$ cat config.mk
export PLATFORM = sky130hd
export DESIGN_NAME = i2c_bitseq_master
export DESIGN_NICKNAME = d
export VERILOG_FILES = /design/src/rtl/i2cb_pkg.sv /design/src/rtl/i2cb_tick_gen.sv /design/src/rtl/i2cb_sync.sv /design/src/rtl/i2cb_seq.sv /design/src/rtl/i2c_bitseq_master.sv
export SDC_FILE = /design/constraint.sdc
export NUM_CORES = 1
export LEC_CHECK = 0
export BUFFER_PORTS_ARGS = -buffer_cell sky130_fd_sc_hd__buf_4
export CORE_MARGIN = 3
export CORE_UTILIZATION = 50
export DETAILED_ROUTE_END_ITERATION = 12
export GPL_TIMING_DRIVEN = 0
export PLACE_DENSITY_LB_ADDON = 0.1
export SYNTH_ARGS = -nofsm -noshare
export SYNTH_HDL_FRONTEND = slang
export SYNTH_SLANG_ARGS = --single-unit
$ cat constraint.sdc
create_clock -name clk -period 8.48 [get_ports clk]
set_clock_uncertainty 0.1 [all_clocks]
set_input_delay 2.544 -clock clk [delete_from_list [all_inputs] [get_ports clk]]
set_output_delay 2.544 -clock clk [all_outputs]
set_load 0.05 [all_outputs]
$ cat src/rtl/i2cb_pkg.sv
package i2cb_pkg;

  localparam int BYTE_BITS      = 8;
  localparam int RECOVER_PULSES = 9;
  localparam int IDX_W          = $clog2(RECOVER_PULSES + 1);
  localparam int BIT_W          = $clog2(BYTE_BITS);

  typedef enum logic [2:0] {
    OP_NONE    = 3'd0,
    OP_START   = 3'd1,
    OP_STOP    = 3'd2,
    OP_WRITE   = 3'd3,
    OP_READ    = 3'd4,
    OP_RECOVER = 3'd5
  } op_e;

  typedef enum logic [1:0] {
    SD_KEEP = 2'd0,
    SD_REL  = 2'd1,
    SD_LOW  = 2'd2,
    SD_VAL  = 2'd3
  } sda_act_e;

  // One waveform step: the level it applies and how it ends.
  typedef struct packed {
    logic     scl_set;
    logic     scl_lo;
    sda_act_e sda;
    logic     two;
    logic     sample;
    logic     bit_end;
    logic     last;
  } step_t;

  localparam step_t STEP_IDLE = '{scl_set: 1'b0, scl_lo: 1'b0, sda: SD_KEEP,
                                  two: 1'b0, sample: 1'b0, bit_end: 1'b0, last: 1'b0};

  function automatic logic op_legal(input logic [2:0] code);
    return (code >= 3'd1) && (code <= 3'd5);
  endfunction

  function automatic step_t stop_step(input logic [1:0] sub);
    step_t st;
    st = STEP_IDLE;
    case (sub)
      2'd0: begin st.scl_set = 1'b1; st.scl_lo = 1'b1; end
      2'd1: st.sda = SD_LOW;
      2'd2: st.scl_set = 1'b1;
      default: begin st.sda = SD_REL; st.last = 1'b1; end
    endcase
    return st;
  endfunction

  function automatic step_t step_decode(input op_e op, input logic [IDX_W-1:0] bidx,
                                        input logic [1:0] sub);
    step_t st;
    logic  data_ph;
    logic  rec_ph;
    st      = STEP_IDLE;
    data_ph = (bidx < IDX_W'(BYTE_BITS));
    rec_ph  = (bidx < IDX_W'(RECOVER_PULSES));
    case (op)
      OP_START: begin
        case (sub)
          2'd0: st.sda = SD_KEEP;
          2'd1: st.sda = SD_REL;
          2'd2: st.scl_set = 1'b1;
          default: begin st.sda = SD_LOW; st.last = 1'b1; end
        endcase
      end
      OP_STOP: st = stop_step(sub);
      OP_WRITE: begin
        if (data_ph) begin
          case (sub)
            2'd0: begin st.scl_set = 1'b1; st.scl_lo = 1'b1; end
            2'd1: st.sda = SD_VAL;
            default: begin st.scl_set = 1'b1; st.two = 1'b1; st.bit_end = 1'b1; end
          endcase
        end else begin
          case (sub)
            2'd0: begin st.scl_set = 1'b1; st.scl_lo = 1'b1; end
            2'd1: st.sda = SD_REL;
            2'd2: begin st.scl_set = 1'b1; st.two = 1'b1; st.sample = 1'b1; end
            default: begin st.scl_set = 1'b1; st.scl_lo = 1'b1; st.last = 1'b1; end
          endcase
        end
      end
      OP_READ: begin
        if (data_ph) begin
          case (sub)
            2'd0: begin st.scl_set = 1'b1; st.scl_lo = 1'b1; st.sda = SD_REL; end
            2'd1: begin st.scl_set = 1'b1; st.sample = 1'b1; end
            default: st.bit_end = 1'b1;
          endcase
        end else begin
          case (sub)
            2'd0: begin st.scl_set = 1'b1; st.scl_lo = 1'b1; end
            2'd1: st.sda = SD_VAL;
            2'd2: begin st.scl_set = 1'b1; st.two = 1'b1; end
            default: begin st.scl_set = 1'b1; st.scl_lo = 1'b1; st.last = 1'b1; end
          endcase
        end
      end
      OP_RECOVER: begin
        if (rec_ph) begin
          if (sub == 2'd0) begin
            st.scl_set = 1'b1; st.scl_lo = 1'b1; st.sda = SD_REL; st.two = 1'b1;
          end else begin
            st.scl_set = 1'b1; st.two = 1'b1; st.bit_end = 1'b1;
          end
        end else begin
          st = stop_step(sub);
        end
      end
      default: st.last = 1'b1;
    endcase
    return st;
  endfunction

  // Returns {scl_lo, sda_lo} after applying a step to the current bus levels.
  function automatic logic [1:0] bus_next(input step_t st, input logic scl_lo,
                                          input logic sda_lo, input logic val);
    logic s;
    logic d;
    s = st.scl_set ? st.scl_lo : scl_lo;
    case (st.sda)
      SD_KEEP: d = sda_lo;
      SD_REL:  d = 1'b0;
      SD_LOW:  d = 1'b1;
      default: d = ~val;
    endcase
    return {s, d};
  endfunction

endpackage

$ cat src/rtl/i2cb_tick_gen.sv
module i2cb_tick_gen #(
  parameter int UNIT_CYC = 250
) (
  input  logic clk,
  input  logic rst,
  input  logic clr,
  output logic tick
);
  localparam int CW = (UNIT_CYC > 1) ? $clog2(UNIT_CYC) : 1;
  localparam logic [CW-1:0] LAST = CW'(UNIT_CYC - 1);

  logic [CW-1:0] cnt_q;

  assign tick = (cnt_q == LAST);

  always_ff @(posedge clk) begin
    if (rst || clr || tick) cnt_q <= '0;
    else                    cnt_q <= cnt_q + 1'b1;
  end

  // a delay unit never runs past UNIT_CYC cycles
  p_cnt_range_r2: assert property (@(posedge clk) disable iff (rst) cnt_q <= LAST);

endmodule

$ cat src/rtl/i2cb_sync.sv
module i2cb_sync #(
  parameter int STAGES = 2
) (
  input  logic clk,
  input  logic rst,
  input  logic d,
  output logic q
);
  generate
    if (STAGES <= 1) begin : g_single
      logic r_q;
      always_ff @(posedge clk) begin
        if (rst) r_q <= 1'b1;
        else     r_q <= d;
      end
      assign q = r_q;
    end else begin : g_chain
      logic [STAGES-1:0] sr_q;
      always_ff @(posedge clk) begin
        if (rst) sr_q <= '1;
        else     sr_q <= {sr_q[STAGES-2:0], d};
      end
      assign q = sr_q[STAGES-1];
    end
  endgenerate
endmodule

$ cat src/rtl/i2cb_seq.sv
module i2cb_seq
  import i2cb_pkg::*;
(
  input  logic                 clk,
  input  logic                 rst,
  input  logic                 cmd_valid,
  input  logic [2:0]           cmd_op,
  input  logic [BYTE_BITS-1:0] cmd_wdata,
  input  logic                 cmd_ack_lvl,
  input  logic                 tick,
  input  logic                 sda_s,
  output logic                 tick_clr,
  output logic                 busy,
  output logic                 done,
  output logic [BYTE_BITS-1:0] rdata,
  output logic                 ack_bit,
  output logic                 scl_oe,
  output logic                 sda_oe
);
  op_e                  op_q;
  logic [IDX_W-1:0]     bidx_q;
  logic [1:0]           sub_q;
  logic                 unit2_q;
  logic                 busy_q;
  logic                 done_q;
  logic [BYTE_BITS-1:0] wdata_q;
  logic [BYTE_BITS-1:0] rx_q;
  logic                 ack_lvl_q;
  logic                 ack_q;
  logic                 scl_oe_q;
  logic                 sda_oe_q;

  op_e              op_in;
  logic             accept;
  step_t            st_cur;
  step_t            st_nxt;
  step_t            st_first;
  logic [IDX_W-1:0] nbidx;
  logic [1:0]       nsub;
  logic             nval;

  assign op_in  = op_e'(cmd_op);
  assign accept = cmd_valid && !busy_q && op_legal(cmd_op);

  always_comb begin
    st_cur = step_decode(op_q, bidx_q, sub_q);
    if (st_cur.bit_end) begin
      nbidx = bidx_q + {{(IDX_W-1){1'b0}}, 1'b1};
      nsub  = 2'd0;
    end else begin
      nbidx = bidx_q;
      nsub  = sub_q + 2'd1;
    end
    st_nxt   = step_decode(op_q, nbidx, nsub);
    nval     = (op_q == OP_WRITE) ? wdata_q[~nbidx[BIT_W-1:0]] : ack_lvl_q;
    st_first = step_decode(op_in, '0, 2'd0);
  end

  always_ff @(posedge clk) begin
    if (rst) begin
      op_q      <= OP_NONE;
      bidx_q    <= '0;
      sub_q     <= 2'd0;
      unit2_q   <= 1'b0;
      busy_q    <= 1'b0;
      done_q    <= 1'b0;
      wdata_q   <= '0;
      rx_q      <= '0;
      ack_lvl_q <= 1'b1;
      ack_q     <= 1'b1;
      scl_oe_q  <= 1'b0;
      sda_oe_q  <= 1'b0;
    end else begin
      done_q <= 1'b0;
      if (accept) begin
        busy_q    <= 1'b1;
        op_q      <= op_in;
        bidx_q    <= '0;
        sub_q     <= 2'd0;
        wdata_q   <= cmd_wdata;
        ack_lvl_q <= cmd_ack_lvl;
        unit2_q   <= st_first.two;
        {scl_oe_q, sda_oe_q} <= bus_next(st_first, scl_oe_q, sda_oe_q, cmd_wdata[BYTE_BITS-1]);
      end else if (busy_q && tick) begin
        if (unit2_q) begin
          unit2_q <= 1'b0;
        end else begin
          if (st_cur.sample) begin
            if (op_q == OP_WRITE) ack_q <= sda_s;
            else                  rx_q  <= {rx_q[BYTE_BITS-2:0], sda_s};
          end
          if (st_cur.last) begin
            busy_q <= 1'b0;
            done_q <= 1'b1;
          end else begin
            bidx_q  <= nbidx;
            sub_q   <= nsub;
            unit2_q <= st_nxt.two;
            {scl_oe_q, sda_oe_q} <= bus_next(st_nxt, scl_oe_q, sda_oe_q, nval);
          end
        end
      end
    end
  end

  assign tick_clr = accept;
  assign busy     = busy_q;
  assign done     = done_q;
  assign rdata    = rx_q;
  assign ack_bit  = ack_q;
  assign scl_oe   = scl_oe_q;
  assign sda_oe   = sda_oe_q;

  // done only closes a command that was running
  p_done_after_busy_r2: assert property (@(posedge clk) disable iff (rst)
    done_q |-> $past(busy_q));
  // done lasts a single cycle
  p_done_pulse_r2: assert property (@(posedge clk) disable iff (rst)
    done_q |=> !done_q);
  // inside a byte transfer SDA moves only while SCL is held low
  p_sda_scl_low_r5: assert property (@(posedge clk) disable iff (rst)
    (busy_q && $past(busy_q) && (op_q == OP_WRITE || op_q == OP_READ) && !$stable(sda_oe_q))
      |-> (scl_oe_q && $past(scl_oe_q)));
  // the running command cannot be replaced
  p_op_locked_r10: assert property (@(posedge clk) disable iff (rst)
    (busy_q && $past(busy_q)) |-> $stable(op_q));
  // with no command running the bus levels hold
  p_idle_hold_r10: assert property (@(posedge clk) disable iff (rst)
    (!busy_q && $past(!busy_q)) |-> ($stable(scl_oe_q) && $stable(sda_oe_q)));

endmodule

$ cat src/rtl/i2c_bitseq_master.sv
module i2c_bitseq_master #(
  parameter int UNIT_CYC    = 250,
  parameter int SYNC_STAGES = 2
) (
  input  logic       clk,
  input  logic       rst,
  input  logic       cmd_valid,
  input  logic [2:0] cmd_op,
  input  logic [7:0] cmd_wdata,
  input  logic       cmd_ack_lvl,
  output logic       busy,
  output logic       done,
  output logic [7:0] rdata,
  output logic       ack_bit,
  output logic       scl_oe,
  output logic       sda_oe,
  input  logic       sda_in
);
  logic tick;
  logic tick_clr;
  logic sda_s;

  i2cb_tick_gen #(.UNIT_CYC(UNIT_CYC)) u_tick (
    .clk (clk),
    .rst (rst),
    .clr (tick_clr),
    .tick(tick)
  );

  i2cb_sync #(.STAGES(SYNC_STAGES)) u_sync (
    .clk(clk),
    .rst(rst),
    .d  (sda_in),
    .q  (sda_s)
  );

  i2cb_seq u_seq (
    .clk        (clk),
    .rst        (rst),
    .cmd_valid  (cmd_valid),
    .cmd_op     (cmd_op),
    .cmd_wdata  (cmd_wdata),
    .cmd_ack_lvl(cmd_ack_lvl),
    .tick       (tick),
    .sda_s      (sda_s),
    .tick_clr   (tick_clr),
    .busy       (busy),
    .done       (done),
    .rdata      (rdata),
    .ack_bit    (ack_bit),
    .scl_oe     (scl_oe),
    .sda_oe     (sda_oe)
  );
endmodule

# [Word level (Yosys, flattened, before mapping)]
# Cells that the tools add are included.
[totals] register_bits=42 inputBits=16 out_inout_bits=13 elab_cells=155
[classes] addsub=3 magnitude_cmp=7 eq_ne=23 mux=69 bitwise_logic=8 n_reduce_logical=31
[ops] operator="1-bit two-way mux" count=46
[ops] operator="5-bit AND reduction" count=4
[ops] operator="4-bit < comparator (second input constant)" count=4
[ops] operator="2-bit OR reduction" count=8
[ops] operator="2-bit two-way mux" count=7
[ops] operator="3-bit by 2-bit equality test with 1-bit output (second input constant)" count=4
[ops] operator="3-bit equality test (second input constant)" count=4
[ops] operator="4-bit two-way mux" count=3
[ops] operator="2-bit one-hot mux with 5 select lines" count=1
[ops] operator="1-bit one-hot mux with 3 select lines" count=3
[ops] operator="3-bit one-hot mux with 3 select lines" count=1
[ops] operator="8-bit by 1-bit adder with 8-bit output (second input constant)" count=1
[ops] operator="2-bit by 1-bit equality test with 1-bit output (second input constant)" count=4
[ops] operator="2-bit equality test (second input constant)" count=4
[ops] operator="8-bit equality test (second input constant)" count=1
[ops] operator="2-bit logical NOT" count=4
[ops] operator="2-bit != test (second input constant)" count=4
[ops] operator="2-bit one-hot mux with 2 select lines" count=2
[ops] operator="4-bit OR reduction" count=2
[ops] operator="1-bit NOT" count=7
[ops] operator="2-bit one-hot mux with 3 select lines" count=1
[ops] operator="3-bit AND reduction" count=2
[ops] operator="2-bit nonzero test" count=3
[ops] operator="5-bit two-way mux" count=1
[ops] operator="16 further kinds" count=20

# [Longest topological paths before layout]
[depth] ltp_word=17 ltp_mapped=18 ltp_nobuf=16

# [Modules after synthesis]
# A second synthesis with hierarchy kept.
[unflattened] cells_unflattened=335 area_unflattened_um2=2746.4
[by_module_without_submodules] module="i2cb_seq" instances=1 cells_per_inst=285 area_each_um2=2296.0 seq_area_each_um2=640.6
[by_module_without_submodules] module="i2cb_tick_gen" instances=1 cells_per_inst=46 area_each_um2=397.9 seq_area_each_um2=160.2
[by_module_without_submodules] module="i2cb_sync" instances=1 cells_per_inst=4 area_each_um2=52.6 seq_area_each_um2=40.0

# [Worst setup path after synthesis]
# No wires, ideal clock.
[synth_path] path_kind="input to register" from="input port cmd_op[2]" to="register u_tick.cnt_q[2]" setup_time_ps=64 arrival_time_ps=3791 required_ps=8316 path_slack_ps=4525 path_stages=7 n_path_buf=2 path_cell_list="clkbuf_1 nor3_1 nor2_1 or2_2 clkbuf_1 a21o_1 nor2_1"
[synth_between] elab_chain_cells=5 elab_cells_between_ends=6 classes_between="order compare (2); reduce/logical (4)"
[synth_lines] item="from (decl)" line="i2c_bitseq_master.sv:8" rtl="input logic [2:0] cmd_op,"
[synth_lines] item="3-bit by 1-bit greater-or-equal comparator with 1-bit output / 3-bit less-or-equal comparator (equally long branches)" line="i2cb_pkg.sv:39" rtl="return (code >= 3'd1) && (code <= 3'd5);"
[synth_lines] item="1-bit logical AND *" line="i2cb_pkg.sv:39"
[synth_lines] item="1-bit logical AND *" line="i2cb_seq.sv:43" rtl="assign accept = cmd_valid && !busy_q && op_legal(cmd_op);"
[synth_lines] item="1-bit logical OR * (2 in series)" line="i2cb_tick_gen.sv:17" rtl="if (rst || clr || tick) cnt_q <= '0;"
[synth_lines] item="to (signal assigned)" line="i2cb_tick_gen.sv:18" rtl="else cnt_q <= cnt_q + 1'b1;"
[synth_lines] item="to (decl)" line="i2cb_tick_gen.sv:12" rtl="logic [CW-1:0] cnt_q;"
# Every way passes the cells marked *; elsewhere a longest branch is shown, timed or not.
# A chain may end at the register's enable or synchronous reset.

# [Final worst setup path]
[layout_path] from="input port cmd_valid" to="register u_tick.cnt_q[3]"
[layout_between] elab_chain_cells=4
[layout_lines] item="from (decl)" line="i2c_bitseq_master.sv:7" rtl="input logic cmd_valid,"
[layout_lines] item="1-bit logical AND (2 in series)" line="i2cb_seq.sv:43"
[layout_lines] item="1-bit logical OR (2 in series)" line="i2cb_tick_gen.sv:17"
# No other way between the ends.

==> out/summary.txt <==
==============================================================================
Result of the run ............................................... finished, final reports clean
Series of cell instances along the critical path ................ buf_4 > nor2b_1 > nand2_1 > nor2_1 > or2_2 > clkbuf_1 > a21o_1 > nor2_1
Count of cells along the worst register-to-register path ........           17
Register cell area after layout .................................    841 sq um
Worst Path Buf+Inv ..............................................            2
Starting utilization of the core area ...........................        53.1%
Number of nets in the final layout ..............................          358
Row count .......................................................           25
Number of distinct library cells after synthesis ................           65
Layout Area Growth over Synthesis ...............................        15.1%
Summed instance area of the synthesized netlist .................   2580 sq um
Buffers on Ports ................................................           25
CP dominant cell by count ....................................... sky130_fd_sc_hd__nor2_1
Overflow left after global routing ..............................            0
Insertion delay of the later-clocked pin in the worst-skew pair .      0.30 ns
First DRT Iteration DRCs ........................................          158
Final hold violation count ......................................            0
Number of instances in the synthesized netlist ..................          296
Area leader, netlist ............................................ sky130_fd_sc_hd__dfxtp_1
CP max stage cell ............................................... sky130_fd_sc_hd__clkbuf_1
Total of hold buffers inserted after clock tree synthesis .......            0
Sequential fraction of the synthesis area .......................        32.6%
Hold Crit Depth .................................................            1
Count of flip-flops with a built-in enable after synthesis ......            0
Setup slack of the worst register-to-register path ..............      4.62 ns
Filler cell count in the final layout ...........................          430
Largest stage delay on the critical path ........................      0.37 ns
Maximum number of pins on one net before global-route repair ....           16
P_leak ..........................................................      1.26 nW
H-tree levels ...................................................            2
Cell count after placement ......................................          388
Buffer depth of the longest clock path ..........................            2
Most frequent cell after synthesis .............................. sky130_fd_sc_hd__nor2_1
First-pass GRT wire length ......................................     10100 um
Crit share post-route ...........................................        48.6%
Count of max-cap constraint violations ..........................            0
Final sum of negative setup slack ...............................         0 ns
# diodes ........................................................            0
TritonCTS clock tree ............................................         done
Count of nets left with antenna violations after detail routing .            0
Leading register cell type out of synthesis ..................... sky130_fd_sc_hd__dfxtp_1
Number of top-level pins ........................................           29
Post-Syn Nets ...................................................          326
Antenna violations before repair ................................            0
Clk pin slew, worst setup/hold paths ............................      0.08 ns
Endpoint of the lowest-slack register-to-register path .......... u_seq.sda_oe
Cell chosen for the clock root .................................. sky130_fd_sc_hd__clkbuf_8
Post-CTS setup buffers ..........................................            0
Category of the critical setup timing path ......................       in2reg
Routed via count ................................................         2206
Hold Path End ................................................... u_sync.g_chain.sr_q[1]
Unrepaired setup endpoints after global routing .................        false
Post-layout min period ..........................................      4.12 ns
Number of setup violations in the final report ..................            0
Final routed wirelength across all metal layers .................      5950 um
Cts repair resizes ..............................................            0
Area of the core ................................................   4850 sq um
Half-perimeter wire length after detailed placement .............      4370 um
Arrival @ worst endpoint ........................................      4.21 ns
Worst min-delay path class ......................................      reg2reg
Fmax ............................................................      242 MHz
Via count of the first global-routing pass ......................         2122
Max-slew violations .............................................            0
Synthesis Warnings ..............................................            0
Setup crit end kind .............................................         flop
Main area contributors after synthesis .......................... sky130_fd_sc_hd__dfxtp_1, sky130_fd_sc_hd__mux2i_1, sky130_fd_sc_hd__nor2_1
Data required time of the critical path .........................      8.57 ns
Startpoint types ................................................ primary input
Vias per std cell ...............................................         5.57
Die Span X ......................................................      77.8 um
Detailed-route wire length per cell .............................      15.0 um
Share of the synthesized area in the top cell type ..............        32.6%
Placer's final routability congestion estimate ..................        0.897
Max_slew headroom ...............................................        58.6%
Slew @ Worst Pin ................................................     0.618 ns
DR pass1 iterations .............................................            4
Multi-input combinational cell area .............................   1600 sq um
Share of flip-flops with an asynchronous set or reset ...........           0%
Cell family with the largest share of critical-path delay ....... simple AND/OR/NAND/NOR gates
Number of CTS-inserted buffers ..................................            5
Post-synth top cells ............................................ sky130_fd_sc_hd__nor2_1, sky130_fd_sc_hd__dfxtp_1, sky130_fd_sc_hd__mux2i_1, sky130_fd_sc_hd__nand2_1, sky130_fd_sc_hd__ha_1
Fin area ........................................................   2970 sq um
Startpoint of the worst hold path ............................... u_sync.g_chain.sr_q[0]
Worst-case vdd ir drop ..........................................   0.000115 V
Die height ......................................................      77.8 um
Post-synthesis register bit count ...............................           42
Layout cell share with drive strength beyond 1 ..................        18.2%
Mean area per synthesized cell ..................................   8.70 sq um
DRC Markers .....................................................            0
Cell area after placement .......................................   2850 sq um
Worst reg2reg path startpoint ................................... u_seq.bidx_q[0]
Final cell count without fillers ................................          396
All-Layer GR Usage ..............................................        20.4%
# clock sinks ...................................................           42
Maximum fanout along the worst path .............................            8
Total power per unit cell area ..................................  147 nW/um^2
Die area ........................................................   6050 sq um
==============================================================================
==> cells in the final DEF, fill, tap and decap left out, types with 2 or more instances in the layout <==
cell,instances
sky130_fd_sc_hd__o22ai_1,2
sky130_fd_sc_hd__buf_4,25
sky130_fd_sc_hd__nor2_1,49
sky130_fd_sc_hd__nor2b_1,11
sky130_fd_sc_hd__nor3b_1,2
sky130_fd_sc_hd__o21ai_1,2
sky130_fd_sc_hd__nand2_1,21
sky130_fd_sc_hd__nand3_1,5
sky130_fd_sc_hd__xnor2_1,3
sky130_fd_sc_hd__mux4_2,2
sky130_fd_sc_hd__a31oi_1,2
sky130_fd_sc_hd__o41ai_1,2
sky130_fd_sc_hd__xor2_1,7
sky130_fd_sc_hd__buf_6,4
sky130_fd_sc_hd__clkbuf_8,5
sky130_fd_sc_hd__a21oi_1,11
sky130_fd_sc_hd__and3_1,3
sky130_fd_sc_hd__inv_1,9
sky130_fd_sc_hd__and3b_1,2
sky130_fd_sc_hd__o311a_1,2
sky130_fd_sc_hd__nor3b_2,2
sky130_fd_sc_hd__nor3_1,6
sky130_fd_sc_hd__a22oi_1,2
sky130_fd_sc_hd__and4b_1,2
sky130_fd_sc_hd__inv_2,2
sky130_fd_sc_hd__clkbuf_1,9
sky130_fd_sc_hd__dfxtp_1,42
sky130_fd_sc_hd__nand2b_1,3
sky130_fd_sc_hd__mux2i_1,21
sky130_fd_sc_hd__or2_2,4
sky130_fd_sc_hd__a211oi_1,3
sky130_fd_sc_hd__buf_2,2
sky130_fd_sc_hd__o21ai_0,7
sky130_fd_sc_hd__and4_1,2
sky130_fd_sc_hd__a21o_1,4
sky130_fd_sc_hd__a21oi_2,2
sky130_fd_sc_hd__ha_1,14
==> worst max path at each step <==
stage	from	endpoint	slack [ns]	depth (start not counted)
global route	cmd_valid	u_tick.cnt_q[4]	4.19	8
floorplan	cmd_op[2]	u_tick.cnt_q[2]	4.52	7
detailed placement	cmd_valid	u_tick.cnt_q[5]	4.05	8
finish	cmd_valid	u_tick.cnt_q[3]	4.36	8
CTS	cmd_valid	u_tick.cnt_q[6]	4.37	8
global placement	cmd_valid	u_tick.cnt_q[4]	4.09	8
==> sequential cells by signal (all words and copies together), names as in the netlist <==
name / cells
u_seq.sub_q: 2
u_tick.cnt_q: 8
u_seq.scl_oe: 1
u_seq.ack_lvl_q: 1
u_seq.unit2_q: 1
u_seq.op_q: 3
u_seq.busy: 1
u_seq.rdata: 8
u_seq.sda_oe: 1
u_seq.wdata_q: 8
u_seq.ack_bit: 1
u_sync.g_chain.sr_q: 2
u_seq.bidx_q: 4
u_seq.done: 1
==> per-layer routing <==
metal / vias up / track usage (%) / wire (um) / share of wire, %
li1: 1103 / - / - / -
met1: 1043 / 27.4 / 2760 / 46
met2: 56 / 34.1 / 2880 / 48
met3: 4 / 3.83 / 274 / 4.6
met4: 0 / 3.74 / 36 / 0.60
met5: - / 0 / 0 / 0
==> area by class of cell <==
class	instances	share of cell area [%]
clock inverter	3	1.65
inverter	11	1.39
timing repair buffer	25	6.33
tap	67	2.83
buffer	16	3.16
clock buffer	5	2.32
multi-input combinational	227	54.0
sequential	42	28.4
==> power breakdown <==
group          total (mW)  switching [mW]  internal, mW
Clock               0.169          0.0790        0.0898
Combinational      0.0567          0.0325        0.0241
Sequential          0.209         0.00554         0.204
Total               0.435           0.117         0.318
==> metrics by stage <==
stage	utilization [%]	setup slack, ns	total power, mW	hold slack (ns)
2_1_floorplan	-	4.52	0.253	0.289
3_3_place_gp	58.7	4.09	0.269	0.293
3_5_place_dp	58.7	4.05	0.270	0.295
4_1_cts	61.2	4.37	0.438	0.317
5_1_grt	61.2	4.19	0.453	0.330
6_report	61.2	4.36	0.435	0.315
==> cell families after synthesis <==
logic type | after synthesis | synth area share [%]
simple gates | 119 | 23.1
fa+ha+maj | 14 | 6.80
flops | 42 | 32.6
compound gates | 60 | 18.1
buf+inv | 27 | 5.24
xor+xnor | 10 | 3.40
mux | 24 | 10.8
Note: power is estimated with default switching activity, not from simulation.
